--- src/rtl/rom_rotator.sv ---
module rom_rotator #(
  parameter int NUM_IMAGES    = 4,
  parameter int IDX_W         = 3,
  parameter int BANNER_IDX    = 7,
  parameter int RST_CYCLES    = 16,
  parameter int BANNER_CYCLES = 100_000_000
) (
  input  logic             clk_i,
  input  logic             por_n_i,
  input  logic             ready_i,
  input  logic             button_i,
  output logic [IDX_W-1:0] image_o,
  output logic             host_rst_n_o
);
  localparam int MAXC  = (RST_CYCLES > BANNER_CYCLES) ? RST_CYCLES : BANNER_CYCLES;
  localparam int CNT_W = $clog2(MAXC) + 1;
  localparam logic [IDX_W-1:0] LAST   = IDX_W'(NUM_IMAGES - 1);
  localparam logic [IDX_W-1:0] BANNER = IDX_W'(BANNER_IDX);
  localparam logic [CNT_W-1:0] RST_END = CNT_W'(RST_CYCLES - 1);
  localparam logic [CNT_W-1:0] BAN_END = CNT_W'(BANNER_CYCLES - 1);

  typedef enum logic [1:0] {S_WAIT, S_PULSE, S_RUN, S_BANNER} state_t;

  state_t           state_q;
  logic [CNT_W-1:0] cnt_q;
  logic [IDX_W-1:0] img_q, nxt_q;
  logic             btn_q, to_banner_q;
  logic             press;

  assign press        = button_i & ~btn_q;
  assign image_o      = img_q;
  assign host_rst_n_o = (state_q == S_RUN) || (state_q == S_BANNER);

  always_ff @(posedge clk_i or negedge por_n_i) begin
    if (!por_n_i) begin
      state_q     <= S_WAIT;
      cnt_q       <= '0;
      img_q       <= '0;
      nxt_q       <= '0;
      btn_q       <= 1'b0;
      to_banner_q <= 1'b0;
    end else begin
      btn_q <= button_i;
      case (state_q)
        S_WAIT: begin
          cnt_q <= '0;
          if (ready_i) state_q <= S_PULSE;
        end
        S_PULSE: begin
          if (cnt_q == RST_END) begin
            cnt_q   <= '0;
            state_q <= to_banner_q ? S_BANNER : S_RUN;
          end else begin
            cnt_q <= cnt_q + 1'b1;
          end
        end
        S_RUN: begin
          if (press) begin
            nxt_q       <= (img_q == LAST) ? '0 : img_q + 1'b1;
            img_q       <= BANNER;
            to_banner_q <= 1'b1;
            cnt_q       <= '0;
            state_q     <= S_PULSE;
          end
        end
        S_BANNER: begin
          if (cnt_q == BAN_END) begin
            img_q       <= nxt_q;
            to_banner_q <= 1'b0;
            cnt_q       <= '0;
            state_q     <= S_PULSE;
          end else begin
            cnt_q <= cnt_q + 1'b1;
          end
        end
        default: state_q <= S_WAIT;
      endcase
    end
  end
endmodule

--- config.mk ---
export PLATFORM = sky130hd
export DESIGN_NAME = rom_rotator
export DESIGN_NICKNAME = d
export VERILOG_FILES = /design/src/rtl/rom_rotator.sv
export SDC_FILE = /design/constraint.sdc
export NUM_CORES = 1
export LEC_CHECK = 0
export BUFFER_PORTS_ARGS = -buffer_cell sky130_fd_sc_hd__clkbuf_2
export CAP_MARGIN = 15
export CORE_UTILIZATION = 47
export CTS_CLUSTER_SIZE = 28
export DETAILED_ROUTE_END_ITERATION = 7
export GPL_TIMING_DRIVEN = 0
export SETUP_SLACK_MARGIN = 0.2
export SYNTH_ARGS = -nofsm -noshare
export SYNTH_HDL_FRONTEND = slang
export SYNTH_SLANG_ARGS = --single-unit
--- constraint.sdc ---
create_clock -name clk_i -period 6.7 [get_ports clk_i]
set_input_delay 1.005 -clock clk_i [delete_from_list [all_inputs] [get_ports clk_i]]
set_output_delay 1.005 -clock clk_i [all_outputs]
set_load 0.005 [all_outputs]
==> flow_summary_export.csv <==
group,metric,value,unit
run_status,status,"finished clean",
synth,synth_top_family_by_area,"simple AND/OR/NAND/NOR gates",
global_route,grt_max_degree,39,
global_route,antenna_found_initial,0,
sta,setup_viol,0,
floorplanning,start_util,48.85,%
layout,fin_nets,280,
placed_design,place.gp.congestion,0.9460,
setup_path,crit_fanout,10,
power_and_ir_drop,ir_drop,0.1202,mV
min_path,hold_path_depth,1,
min_path,worstHoldEndpoint,"to_banner_q",
layout,antenna_cells,0,
layout,syn2layout_area_growth,9.225,%
layout,nFillCells,442,
synth,synth-xor-area-share,1.146,%
sta,min_period_over_period,39.89,%
sta,rsz0062_at_grt,"false",
setup_path,critical-path-max-stage-delay,0.57,ns
floorplanning,io_pins,8,
global_route,grt_usage,24.58,%
setup_path,critPathCaptureType,"flop",
sta,skew,0.005844,ns
drt,dr.pass1.iters,4,
clocking,cts_root_buf,"clkbuf_8",
clocking,htreeDepth,2,
clocking,cts_tree,"done",
setup_path,r2r-end,"cnt_q[22]",
sta,fin_tns_setup,0,ns
setup_path,slowest_stage,"nor4_1",
sta,fmax,0.3742,GHz
synth,synth.most_common_cell,"nand2_1",
flow_run,cap_viol_max_count,0,
synth,synthFlopType,"dfrtp_1",
placed_design,dp_hpwl,4101,microns
clocking,cts_sinks,38,
placed_design,pre_cts_ws,4.061,ns
synth,synthAdderAreaFrac,1.092,%
sta,final_max_slew_viol_count,0,
clocking,clk_pin_slew,0.08,ns
sta,min_period,2.672,ns
layout,fin_util,53.36,%
sta,holdWs,0.5045,ns
global_route,overflow,0,
synth,synth_area_per_cell,8.816,sq um
global_route,grt_pass1_wl,9639,microns
floorplanning,die_h,71.84,microns
floorplanning,dieArea,0.005160,sq mm
setup_path,worst_ep_required_time,6.87,ns
synth,netlist_instances,260,
drt,wl,5807,microns
clocking,ctsResizeCount,0,
synth,async_flop_share,100.0,%
floorplanning,core_area,0.004692,sq mm
setup_path,path_class,"flop to flop",
synth,synth_edf_count,0,
setup_path,reg2reg_setup_slack,4.03,ns
synth,yosysTopAreaCellShare,41.48,%
drt,vias,2057,
synth,synth_nets,266,
sta,worst_pin_slew,0.9688,ns
synth,synth.cells.most_frequent,"41 x nand2_1, 38 x dfrtp_1, 14 x nand3_1",
synth,synth_area_leaders,"dfrtp_1 41%, nand2_1 6.7%, o211ai_1 3.6%",
synth,yosys.area_share.simple,30.51,%
clocking,cts_setup_buffers,0,
layout,layout-drive-gt1-share,13.82,%
sta,hold_viol_final,0,
synth,yosys.area.top_type,"dfrtp_1",
drt,vias_per_cell,6.252,
synth,muxShareOfSynthArea,1.910,%
floorplanning,rows,25,
synth,synth_compound_area_share,19.05,%
setup_path,crit_path_start_kind,"flop",
min_path,hold_path_class,"flop to flop",
synth,synth_area,0.002292,sq mm
synth,seq_area_frac_synth,41.48,%
clocking,clock_latency,0.30,ns
setup_path,rr_worst_depth,7,
min_path,min_from,"to_banner_q",
setup_path,r2r-start,"cnt_q[0]",
drt,ant_nets,0,
drt,avgRoutedWirePerCell,17.65,microns
clocking,cts_buffers,5,
setup_path,worstPathArrival,2.85,ns
clocking,cts_hold_buf,0,
sta,setup_slack,4.028,ns
floorplanning,die_x,71.84,microns
placed_design,port_buffers,7,
power_and_ir_drop,p_per_area,284.8,mW/mm^2
power_and_ir_drop,leakagePower,1.008,nW
setup_path,crit_path_cell_trace,"ha_1 > nand4_2 > nor4_1 > a32oi_2 > o21ai_2 > buf_2 > o211ai_1",
synth,synth_warnings,0,
drt,drt_iter0_drc,173,
synth,ys_ff_latch,38,
clocking,cts_buffer_depth,2,
global_route,grt_pass1_vias,1924,
drt,route.detailed.drc,0,
power_and_ir_drop,total_power,713.0,uW
synth,yosysUniqueCellTypes,54,
sta,relSlewSlack,35.41,%
-- metrics by stage --
step,std cells,area (sq um)
6_report,329,2504
5_1_grt,329,2504
4_1_cts,329,2504
3_5_place_dp,321,2395
3_3_place_gp,321,2395
2_1_floorplan,260,2292
-- per-layer routing --
metal	GRT usage [%]	vias up	routed length (microns)	share of wire, %
met5	0	-	0	0
met4	10.02	0	92	1.6
met3	3.094	11	295	5.1
met2	37.32	49	2590	45
met1	35.54	984	2829	49
li1	-	1013	-	-
-- registers in the layout, indices dropped and copies added, names as in the netlist --
signal       cells
image_o          3
btn_q            1
cnt_q           28
nxt_q            3
state_q          2
to_banner_q      1
-- how the worst max path moves through the flow --
stage	from	endpoint	slack (ns)	depth (start not counted)
after floorplan	cnt_q[0]	cnt_q[26]	4.55	7
after global placement	cnt_q[0]	cnt_q[24]	4.06	7
after detailed placement	cnt_q[0]	cnt_q[24]	4.06	7
after CTS	cnt_q[0]	cnt_q[13]	4.04	7
after global routing	cnt_q[0]	cnt_q[22]	3.79	7
final	cnt_q[0]	cnt_q[22]	4.03	7
-- critical path, delay by kind of cell, from the launching register on --
family	cells	cell delay (ns)
adders and majority gates	1	0.25
and+or+nand+nor	2	0.76
buffers and inverters	1	0.32
AOI/OAI and AO/OA	3	0.81
DFF	1	0.39
-- logic make-up (layout without fill, tap and decap cells) --
family	after synthesis	after routing
AND/OR/NAND/NOR	129	129
AO/OA/AOI/OAI	57	57
flip-flops	38	38
buffers and inverters	27	42
multiplexers	4	4
XOR/XNOR	3	3
adder cells (fa/ha/maj)	2	2
-- cell usage in the layout, fill, tap and decap left out, types with 4 or more instances in the layout --
cell	count
a21oi_1	8
a31oi_1	5
and3_1	5
clkbuf_1	11
clkbuf_2	8
clkbuf_8	5
dfrtp_1	38
inv_1	11
nand2_1	41
nand3_1	14
nand3b_1	5
nand4_1	10
nor2_1	13
nor3_1	8
nor4_1	6
o2111ai_1	6
o211ai_1	11
o21ai_0	4
o221ai_1	4
o311ai_0	4
or2_2	4
or4_1	4
-- final cells by class --
| type | count | area, sq um | area share [%] |
|---|---|---|---|
| clock inverters | 3 | 40.04 | 1.599 |
| clock buffers | 5 | 68.82 | 2.749 |
| flip-flops and latches | 38 | 950.9 | 37.98 |
| well taps | 54 | 67.56 | 2.699 |
| inverters | 11 | 41.29 | 1.649 |
| plain buffers | 16 | 68.82 | 2.749 |
| repair buffers | 7 | 35.03 | 1.399 |
| multi-input cells | 195 | 1231 | 49.18 |
-- where the power goes --
group	switching, mW	internal, mW
registers	0.0712	0.276
logic	0.0936	0.0744
clock network	0.0886	0.110
total	0.253	0.460
(Power assumes the default switching activity.)
